## src/rtl/scl_tgen_pkg.sv

```systemverilog
package scl_tgen_pkg;
    localparam int CNT_W     = 8;
    localparam int FLT_W     = 3;
    localparam int N_FIELDS  = 8;
    localparam int SET_W     = CNT_W * N_FIELDS;
    localparam int SYNC_BASE = 3;   // overhead phase lasts SYNC_BASE+1+FLT cycles

    typedef enum logic [1:0] {
        OP_BIT     = 2'd0,
        OP_START   = 2'd1,
        OP_STOP    = 2'd2,
        OP_RESTART = 2'd3
    } tgen_op_e;

    typedef enum logic [3:0] {
        ST_IDLE, ST_STA_SU, ST_STA_HD, ST_STO_DAT, ST_STO_SU,
        ST_RS_REL, ST_BIT_LO, ST_BIT_RISE, ST_BIT_HI, ST_BIT_FALL
    } tgen_state_e;

    typedef struct packed {
        logic [CNT_W-1:0] div;
        logic [CNT_W-1:0] scl_lo;
        logic [CNT_W-1:0] scl_hi;
        logic [CNT_W-1:0] sta_su;
        logic [CNT_W-1:0] sta_hd;
        logic [CNT_W-1:0] sto_su;
        logic [CNT_W-1:0] dat_su;
        logic [CNT_W-1:0] rs_rel;
        logic [CNT_W-1:0] dat_hd;
        logic [FLT_W-1:0] flt;
    } tgen_timing_t;

    function automatic tgen_timing_t unpack_set(input logic [SET_W-1:0] s,
                                                input logic [CNT_W-1:0] hd,
                                                input logic [FLT_W-1:0] f);
        tgen_timing_t t;
        t.div    = s[7*CNT_W +: CNT_W];
        t.scl_lo = s[6*CNT_W +: CNT_W];
        t.scl_hi = s[5*CNT_W +: CNT_W];
        t.sta_su = s[4*CNT_W +: CNT_W];
        t.sta_hd = s[3*CNT_W +: CNT_W];
        t.sto_su = s[2*CNT_W +: CNT_W];
        t.dat_su = s[1*CNT_W +: CNT_W];
        t.rs_rel = s[0*CNT_W +: CNT_W];
        t.dat_hd = hd;
        t.flt    = f;
        return t;
    endfunction
endpackage

```

## src/rtl/scl_tgen_select.sv

```systemverilog
module scl_tgen_select
    import scl_tgen_pkg::*;
(
    input  logic             clk,
    input  logic             rst_n,
    input  logic             load,
    input  logic             hs_mode,
    input  logic [SET_W-1:0] fs_set,
    input  logic [SET_W-1:0] hs_set,
    input  logic [CNT_W-1:0] dat_hold,
    input  logic [FLT_W-1:0] flt_len,
    output tgen_timing_t     cfg
);
    // Capture the selected set once per command; it stays put while busy.
    always_ff @(posedge clk or negedge rst_n) begin
        if (!rst_n) begin
            cfg <= '0;
        end else if (load) begin
            cfg <= unpack_set(hs_mode ? hs_set : fs_set, dat_hold, flt_len);
        end
    end
endmodule

```

## src/rtl/scl_tgen_phase_cnt.sv

```systemverilog
module scl_tgen_phase_cnt
    import scl_tgen_pkg::*;
#(
    parameter int CW = CNT_W
) (
    input  logic          clk,
    input  logic          rst_n,
    input  logic          restart,
    input  logic          hold,
    input  logic          raw_mode,
    input  logic [CW-1:0] div,
    input  logic [CW-1:0] lim,
    output logic          tick,
    output logic          last,
    output logic [CW-1:0] tcnt
);
    logic [CW-1:0] pcnt_q;
    logic [CW-1:0] tcnt_q;

    assign tick = !hold && !raw_mode && (pcnt_q == div);
    assign last = raw_mode ? (!hold && (pcnt_q == lim)) : (tick && (tcnt_q == lim));
    assign tcnt = tcnt_q;

    always_ff @(posedge clk or negedge rst_n) begin
        if (!rst_n) begin
            pcnt_q <= '0;
            tcnt_q <= '0;
        end else if (restart) begin
            pcnt_q <= '0;
            tcnt_q <= '0;
        end else if (!hold) begin
            if (!raw_mode && (pcnt_q == div)) begin
                pcnt_q <= '0;
                tcnt_q <= tcnt_q + 1'b1;
            end else begin
                pcnt_q <= pcnt_q + 1'b1;
            end
        end
    end

    // a stretch hold freezes both counters
    p_hold_freeze_r8: assert property (@(posedge clk) disable iff (!rst_n)
        (hold && !restart) |=> ($stable(pcnt_q) && $stable(tcnt_q)));

    // between ticks the prescaler advances by exactly one per cycle
    p_prescale_step_r1: assert property (@(posedge clk) disable iff (!rst_n)
        (!restart && !hold && !raw_mode && (pcnt_q != div)) |=> (pcnt_q == $past(pcnt_q) + 1'b1));
endmodule

```

## src/rtl/scl_timing_gen.sv

```systemverilog
module scl_timing_gen
    import scl_tgen_pkg::*;
(
    input  logic             clk,
    input  logic             rst_n,
    input  logic             hs_mode,
    input  logic [SET_W-1:0] fs_timing,
    input  logic [SET_W-1:0] hs_timing,
    input  logic [CNT_W-1:0] dat_hold,
    input  logic [FLT_W-1:0] flt_len,
    input  logic             cmd_go,
    input  logic [1:0]       cmd_op,
    input  logic             scl_in,
    output logic             scl_release,
    output logic             sda_own,
    output logic             sda_level,
    output logic             busy,
    output logic             drive_stb,
    output logic             sample_stb,
    output logic             done_stb
);
    tgen_state_e      state_q, state_d;
    tgen_timing_t     cfg;
    logic             idle_high_q, scl_q;
    logic             accept, phase_end, cnt_tick, cnt_last, cnt_hold, cnt_raw;
    logic [CNT_W-1:0] cnt_lim, tcnt, hold_pt, sync_lim;

    assign accept    = cmd_go && (state_q == ST_IDLE);
    assign phase_end = (state_q != ST_IDLE) && cnt_last;
    assign cnt_hold  = (state_q == ST_BIT_HI) && !scl_q;
    assign sync_lim  = CNT_W'(SYNC_BASE) + CNT_W'(cfg.flt);
    assign hold_pt   = (cfg.dat_hd > cfg.scl_lo) ? cfg.scl_lo : cfg.dat_hd;

    scl_tgen_select u_select (
        .clk(clk), .rst_n(rst_n), .load(accept), .hs_mode(hs_mode),
        .fs_set(fs_timing), .hs_set(hs_timing), .dat_hold(dat_hold),
        .flt_len(flt_len), .cfg(cfg)
    );

    scl_tgen_phase_cnt #(.CW(CNT_W)) u_cnt (
        .clk(clk), .rst_n(rst_n), .restart(accept || phase_end), .hold(cnt_hold),
        .raw_mode(cnt_raw), .div(cfg.div), .lim(cnt_lim),
        .tick(cnt_tick), .last(cnt_last), .tcnt(tcnt)
    );

    // Phase length for the current state
    always_comb begin
        cnt_lim = '0;
        cnt_raw = 1'b0;
        unique case (state_q)
            ST_IDLE:     cnt_lim = '0;
            ST_STA_SU:   cnt_lim = cfg.sta_su;
            ST_STA_HD:   cnt_lim = cfg.sta_hd;
            ST_STO_DAT:  cnt_lim = cfg.dat_su;
            ST_STO_SU:   cnt_lim = cfg.sto_su;
            ST_RS_REL:   cnt_lim = cfg.rs_rel;
            ST_BIT_LO:   cnt_lim = cfg.scl_lo;
            ST_BIT_HI:   cnt_lim = cfg.scl_hi;
            ST_BIT_RISE, ST_BIT_FALL: begin
                cnt_lim = sync_lim;
                cnt_raw = 1'b1;
            end
        endcase
    end

    // Next state
    always_comb begin
        state_d = state_q;
        unique case (state_q)
            ST_IDLE: if (cmd_go) begin
                unique case (tgen_op_e'(cmd_op))
                    OP_BIT:     state_d = ST_BIT_LO;
                    OP_START:   state_d = ST_STA_SU;
                    OP_STOP:    state_d = ST_STO_DAT;
                    OP_RESTART: state_d = ST_RS_REL;
                endcase
            end
            ST_STA_SU:   if (phase_end) state_d = ST_STA_HD;
            ST_STA_HD:   if (phase_end) state_d = ST_IDLE;
            ST_STO_DAT:  if (phase_end) state_d = ST_STO_SU;
            ST_STO_SU:   if (phase_end) state_d = ST_IDLE;
            ST_RS_REL:   if (phase_end) state_d = ST_STA_SU;
            ST_BIT_LO:   if (phase_end) state_d = ST_BIT_RISE;
            ST_BIT_RISE: if (phase_end) state_d = ST_BIT_HI;
            ST_BIT_HI:   if (phase_end) state_d = ST_BIT_FALL;
            ST_BIT_FALL: if (phase_end) state_d = ST_IDLE;
        endcase
    end

    // State register, idle SCL level and registered SCL input
    always_ff @(posedge clk or negedge rst_n) begin
        if (!rst_n) begin
            state_q     <= ST_IDLE;
            idle_high_q <= 1'b1;
            scl_q       <= 1'b1;
        end else begin
            state_q <= state_d;
            scl_q   <= scl_in;
            if (phase_end && (state_q == ST_STO_SU)) begin
                idle_high_q <= 1'b1;
            end else if (phase_end && ((state_q == ST_STA_HD) || (state_q == ST_BIT_FALL))) begin
                idle_high_q <= 1'b0;
            end
        end
    end

    // Output decode
    always_comb begin
        scl_release = 1'b1;
        sda_own     = 1'b0;
        sda_level   = 1'b1;
        unique case (state_q)
            ST_IDLE:    scl_release = idle_high_q;
            ST_STA_SU:  sda_own = 1'b1;
            ST_STA_HD:  begin sda_own = 1'b1; sda_level = 1'b0; end
            ST_STO_DAT: begin scl_release = 1'b0; sda_own = 1'b1; sda_level = 1'b0; end
            ST_STO_SU:  begin sda_own = 1'b1; sda_level = 1'b0; end
            ST_RS_REL:  begin scl_release = 1'b0; sda_own = 1'b1; end
            ST_BIT_LO:  scl_release = 1'b0;
            ST_BIT_RISE, ST_BIT_HI, ST_BIT_FALL: scl_release = 1'b1;
        endcase
    end

    assign busy       = (state_q != ST_IDLE);
    assign drive_stb  = (state_q == ST_BIT_LO) && cnt_tick && (tcnt == hold_pt);
    assign sample_stb = (state_q == ST_BIT_HI) && cnt_last;
    assign done_stb   = phase_end && ((state_q == ST_STA_HD) || (state_q == ST_STO_SU) ||
                                      (state_q == ST_BIT_FALL));

    // the three strobes never coincide
    p_strobe_excl_r7: assert property (@(posedge clk) disable iff (!rst_n)
        $onehot0({drive_stb, sample_stb, done_stb}));

    // a finished sequence returns to idle
    p_done_idle_r9: assert property (@(posedge clk) disable iff (!rst_n)
        done_stb |=> !busy);

    // a command while busy does not move the state machine
    p_busy_ignore_r9: assert property (@(posedge clk) disable iff (!rst_n)
        (busy && cmd_go && !phase_end) |=> (state_q == $past(state_q)));

    // the captured timing set is stable while busy
    p_cfg_stable_r10: assert property (@(posedge clk) disable iff (!rst_n)
        busy |=> $stable(cfg));
endmodule

```

## config.mk

```make
export PLATFORM = sky130hd
export DESIGN_NAME = scl_timing_gen
export DESIGN_NICKNAME = d
export VERILOG_FILES = /design/src/rtl/scl_tgen_pkg.sv /design/src/rtl/scl_tgen_select.sv /design/src/rtl/scl_tgen_phase_cnt.sv /design/src/rtl/scl_timing_gen.sv
export SDC_FILE = /design/constraint.sdc
export NUM_CORES = 1
export LEC_CHECK = 0
export ABC_AREA = 0
export BUFFER_PORTS_ARGS = -buffer_cell sky130_fd_sc_hd__buf_4
export CAP_MARGIN = 25
export CORE_ASPECT_RATIO = 0.5
export CORE_MARGIN = 2
export CORE_UTILIZATION = 35
export CTS_CLUSTER_DIAMETER = 100
export DETAILED_ROUTE_END_ITERATION = 12
export PLACE_DENSITY_LB_ADDON = 0.25
export SYNTH_ARGS = -nofsm -noshare
export SYNTH_HDL_FRONTEND = slang
export SYNTH_SLANG_ARGS = --single-unit
export TNS_END_PERCENT = 5
```

## constraint.sdc

```tcl
create_clock -name clk -period 2.75 [get_ports clk]
set_input_delay 0.275 -clock clk [delete_from_list [all_inputs] [get_ports clk]]
set_output_delay 0.275 -clock clk [all_outputs]
set_load 0.01 [all_outputs]
```

== After elaboration in Yosys (flattened, before gate mapping) ==
Index checks and enable logic that the tools add are counted.
W data, S select, Z words.

* Register bits: 97
* Input bits: 146
* Output and inout port bits: 7

* $add $sub $neg: 3
* Magnitude comparators: 1
* Eq/ne operators: 25
* Muxes and demuxes: 26
* Reductions and logical operators: 33

{| class="wikitable"
|+ Operator list
! kind !! count
|-
| $pmux W8 S9 || 1
|-
| $mux W64 || 1
|-
| $mux W8 || 7
|-
| $eq A8 B8 Y1 || 4
|-
| $mux W4 || 8
|-
| $pmux W4 S8 || 1
|-
| $add A8 B1 Y8 const B || 2
|-
| $eq A4 B3 Y1 const B || 4
|-
| $pmux W4 S4 || 1
|-
| $logic_and A1 B1 Y1 || 14
|-
| $ne A2 B2 Y1 const B || 7
|-
| $reduce_or A3 Y1 || 3
|-
| $eq A4 B2 Y1 const B || 2
|-
| $eq A4 B4 Y1 const B || 2
|-
| $gt A8 B8 Y1 || 1
|-
| $reduce_and A8 Y1 || 1
|-
| $mux W1 || 6
|-
| $reduce_or A5 Y1 || 1
|-
| $add A2 B3 Y4 const A || 1
|-
| $eq A2 B2 Y1 const B || 2
|-
| $eq A4 B1 Y1 const B || 1
|-
| $logic_not A4 Y1 || 1
|-
| $logic_or A1 B1 Y1 || 4
|-
| $ne A2 B1 Y1 const B || 2
|-
| other kinds (8) || 11
|}

== Depth between registers and ports, before layout ==
* Depth in word-level cells: 12
* Gate-level depth with buffers: 13
* Gate-level depth less buffers: 11

== Modules after synthesis ==
From an unflattened synthesis, not the netlist that was laid out.

* Cells, all modules: 622
* Area total of the unflattened synthesis: 5940.7 µm²

{| class="wikitable"
|+ By module, submodules not included
! module !! times used !! cells each !! area an instance (µm²) !! sequential area each (µm²)
|-
| scl_tgen_select || 1 || 300 || 3379.5 || 1876.8
|-
| scl_timing_gen || 1 || 195 || 1427.6 || 152.6
|-
| scl_tgen_phase_cnt || 1 || 127 || 1133.6 || 400.4
|}

== Least setup slack after synthesis ==
Ideal clock, no wire load.

* Path kind: reg-to-output
* Start point: reg, netlist name u_select.cfg[8]
* End point: out drive_stb
* Arrival time: 2400 ps
* Required time: 2475 ps
* Setup slack: 75 ps
* Cell stages (with the launch flop): 11
* Cell sequence: dfrtp_1 > ha_1 > a21o_1 > a21o_1 > a21oi_1 > o21ai_0 > nand2_1 > mux2i_1 > xor2_1 > nand4_1 > nor4_1

* Longest elaborated chain between the ends: 4

{| class="wikitable"
|+ RTL lines
! item !! RTL line !! source
|-
| $gt A8 B8 Y1 || scl_timing_gen.sv:32 || <nowiki>assign hold_pt = (cfg.dat_hd > cfg.scl_lo) ? cfg.scl_lo : cfg.dat_hd;</nowiki>
|-
| $mux W8 (*) || scl_timing_gen.sv:32 ||
|-
| $eq A8 B8 Y1 (*) || scl_timing_gen.sv:125 || <nowiki>assign drive_stb = (state_q == ST_BIT_LO) && cnt_tick && (tcnt == hold_pt);</nowiki>
|-
| $logic_and A1 B1 Y1 (*) || scl_timing_gen.sv:125 ||
|-
| to (decl) || scl_timing_gen.sv:18 || <nowiki>output logic drive_stb,</nowiki>
|}

Mark *: on every way between the ends. The rest lies on a longest branch, timed or not.

== Worst setup path in the final report ==
* Start point: reg state_q[0]
* End point: out done_stb

* Longest elaborated chain between the ends: 10

{| class="wikitable"
|+ RTL lines
! item !! RTL line !! source
|-
| from (decl) || scl_timing_gen.sv:22 || <nowiki>tgen_state_e state_q, state_d;</nowiki>
|-
| from (signal assigned) || scl_timing_gen.sv:97 || <nowiki>state_q <= state_d;</nowiki>
|-
| parallel branches: the longest is 9 deep, another holds $pmux W8 S9 || - ||
|-
| $logic_and A1 B1 Y1 (*) || scl_timing_gen.sv:127 || <nowiki>assign done_stb = phase_end && ((state_q == ST_STA_HD) || (state_q == ST_STO_SU) ||</nowiki>
|-
| to (decl) || scl_timing_gen.sv:20 || <nowiki>output logic done_stb</nowiki>
|}

Every way passes the cells marked *.

==> results.md <==
- Post-Syn Area: 6060 sq um
- CP dominant cell by count: buf_4
- Period minus WS final: between 3 and 4 ns
- Net Count, Synth: just over 800
- Worst Path Class, Setup: flop to output pin
- Die span in x: roughly 190 um
- CTS buffer count: 9
- Internal power: about 3.6 mW
- Most frequent cells in the layout: 231 x buf_4, 92 x dfrtp_1, 90 x nor2_1
- Worst EP required: between 2 and 2.5 ns
- Register-to-Register Path Depth: 13
- Initial DRC Count: approximately 350
- Via count: between 5,000 and 6,000
- Cells along the critical path: buf_12, buf_4, mux2i_1, o32ai_1, nor4_2, xnor2_1, nor3_2, and3_4, nor2_2, a21oi_1, buf_4
- ANT nets after route: 0
- Synth Flop Type: dfrtp_1
- Combinational share of power: 41.3%
- Global-route wire length before repair: approximately 28,000 um
- Diodes inserted: 0
- Row cnt: 33
- Fmax: 327 MHz
- Status: finished with violations
- PortBufs: 152
- Worst setup startpoint: state_q[0]$_DFFE_PN0P_
- Yosys cell types: 62
- Final-report hold violation count: 0
- Period utilization: 111%
- Setup TNS: -2.11 ns
- H-tree depth: 3
- Final slew viol count: 0
- IO Pins: 153
- Vias per Instance: between 5 and 6
- Wire per inst: roughly 16 um
- Yosys Warn Count: 0
- CP Capture Point: done_stb
- Commonest non-fill, non-tap cell in the layout: buf_4
- Crit-path leading delay family: simple AND/OR/NAND/NOR gates
- Max stage delay on crit path: 0.39 ns
- Clk slew on worst S/H paths: ~0.070 ns
- Drt total wl: 17,700 um
- Largest net degree at the start of global routing: 57
- Arr. time, crit path: 2.78 ns
- Violated checks: negative setup slack
- 1st-pass router iterations: 5
- Asr flop ratio synth: between 90% and 100%
- FF-to-FF End: state_q[0]$_DFFE_PN0P_
- Min-delay worst type: input port to flop
- Slowest CP cell: dfrtp_1
- Setup ws final: -0.306 ns
- CP max FO: 18
- TritonCTS clock tree: yes
- Detailed Place HPWL: 14,000 um
- Flop pwr share: 33.0%
- Clk Latency, worst-skew pair: roughly 0.35 ns
- Worst-Margin Slew: approximately 0.65 ns
- Switching share of total power: between 30% and 40%
- FF-to-FF setup slack: -0.19 ns
- Vias in the first global route: roughly 5,400
- Final Skew: 0.00908 ns
- RR Startpoint: state_q[0]$_DFFE_PN0P_
- Psw: 1.85 mW
- Syn-to-layout area delta: 40.7%
- GR Overflow Total: 0
- Synthesized flop and latch total: slightly below 100
- Total power draw: 5.46 mW
- CP endpoint kind: output pin
- Detailed-route DRC error count: 0
- Seq/Total Area, Yosys: 40.1%
- Max-Cap Viols: 0
- RSZ-0062 raised after global routing: true
- RD Place Congestion: 0.893
- Initial Utilization: 36.4%
- Number of flops mapped to enable cells by yosys: 0
- Clock tree buffer depth: 2
- Clock power frac: 25.7%
- Buf+Inv Stages, Crit Path: 3
- Pwr dens: between 600 and 700 nW/um^2
- VDD IR-drop max: ~0.00038 V
- Worst slew margin: 56.9%
- Final setup fails: 21
- Die area: ~18,000 sq um
- Crit. path cell count: 11
- Type of origin of the critical path: flop
- Synth Area per Inst: 9.38 sq um
- Static Leak: 4.16 nW
- Root buf cell: clkbuf_16
- Core Area: about 17,000 sq um
- Mapped Cells: around 650
- Die Y-Extent: approximately 97 um
- Antenna violations before repair: 0
- Clk sinks: 97
- Ratio of cells with drive above 1 in the final layout: a little over a third
- GRT Resource Usage Total: between 10% and 20%
- Layout Nets: around 1,000
[per-stage QoR]
step / cell area (sq um) / std cells / setup slack [ns] / utilization [%] / hold slack [ns]
after CTS: 8460 / 1086 / -0.281 / 50.9 / 0.0219
after global routing: 8520 / 1088 / -0.432 / 51.2 / 0.0215
final: 8520 / 1088 / -0.306 / 51.2 / 0.0316
after floorplan: 6060 / 646 / 0.0753 / - / -0.0206
after detailed placement: 7950 / 1062 / -0.167 / 47.8 / 0.340
after global placement: 7950 / 1062 / -0.156 / 47.8 / 0.336
[how the worst min path moves through the flow]
stage,endpoint,cells past startpoint,from
6_report,scl_q$_DFF_PN1_,1,scl_in
5_1_grt,scl_q$_DFF_PN1_,1,scl_in
4_1_cts,scl_q$_DFF_PN1_,1,scl_in
3_5_place_dp,u_select.cfg[37]$_DFFE_PN0P_,1,rst_n
3_3_place_gp,u_select.cfg[28]$_DFFE_PN0P_,1,rst_n
2_1_floorplan,state_q[0]$_DFFE_PN0P_,0,rst_n
[synth_stat cells (all sizes together) (2+ instances only)]
cell type,n,area [sq um]
a21o,5,37.5
nor4,6,77.6
a211oi,6,50.1
nand2b,6,37.5
and4,2,17.5
nand2,31,116
a31oi,3,33.8
a221oi,4,58.8
inv,20,75.1
or4bb,2,22.5
o21ai,17,85.1
dfrtp,95,2380
nor2b,2,12.5
o32ai,3,26.3
or2,4,25.0
nand3,9,50.1
o31ai,2,15.0
o2bb2ai,2,17.5
dfstp,2,52.6
or3b,4,35.0
mux2i,88,881
nor2,95,357
or3,3,18.8
xor2,15,131
buf,18,108
o22ai,5,31.3
mux2,8,90.1
a21oi,82,410
nand3b,7,52.6
clkbuf,24,90.1
a22o,2,17.5
xnor2,24,210
and3,6,37.5
nand4b,3,26.3
ha,13,163
nand4,5,31.3
a32oi,2,17.5
nor3,7,35.0
[power groups by stage]
| stage | Clock [mW] | Combinational (mW) | Sequential (mW) |
|---|---|---|---|
| after floorplan | 0 | 1.26 | 1.75 |
| after global placement | 0 | 2.05 | 1.81 |
| after detailed placement | 0 | 2.06 | 1.82 |
| after CTS | 1.43 | 2.19 | 1.80 |
| after global routing | 1.49 | 2.45 | 1.82 |
| final | 1.40 | 2.26 | 1.80 |
[cells by family after synthesis]
| kind of cell | share of synthesized area [%] |
|---|---|
| and+or+nand+nor | 16.5 |
| AOI/OAI and AO/OA | 14.5 |
| DFF | 40.1 |
| muxes | 16.0 |
| buffers and inverters | 4.50 |
| xor gates and xnor gates | 5.64 |
| adders and majority gates | 2.68 |
[state kept, by name, indices dropped and copies added, names as in the netlist]
| name | count |
|---|---|
| idle_high_q | 1 |
| u_select.cfg | 75 |
| scl_q | 1 |
| state_q | 4 |
| u_cnt.pcnt_q | 8 |
| u_cnt.tcnt | 8 |
[what timing repair did]
item	CTS	global route
gates resized for setup	29	10
hold buffers	1	0
setup endpoints to repair	24	24
hold endpoints to repair	47	0
setup buffers	8	3
pin swaps	15	5
[layer usage]
| metal | vias to the layer above | global-route usage [%] | routed length (um) |
|---|---|---|---|
| li1 | 2720 | - | - |
| met1 | 2595 | 29.9 | 9020 |
| met2 | 128 | 29.3 | 7760 |
| met3 | 9 | 3.27 | 834 |
| met4 | 0 | 3.58 | 104 |
| met5 | - | 0 | 0 |
[area by class of cell]
type,instances,area (sq um)
Fill cell,1546,8120
Inverter,20,75.1
Tap cell,227,284
Clock inverter,4,76.3
Clock buffer,11,253
Timing Repair Buffer,242,1900
Multi-Input combinational cell,487,3500
Sequential cell,97,2430
No activity file was read; power rests on OpenSTA's default activity.
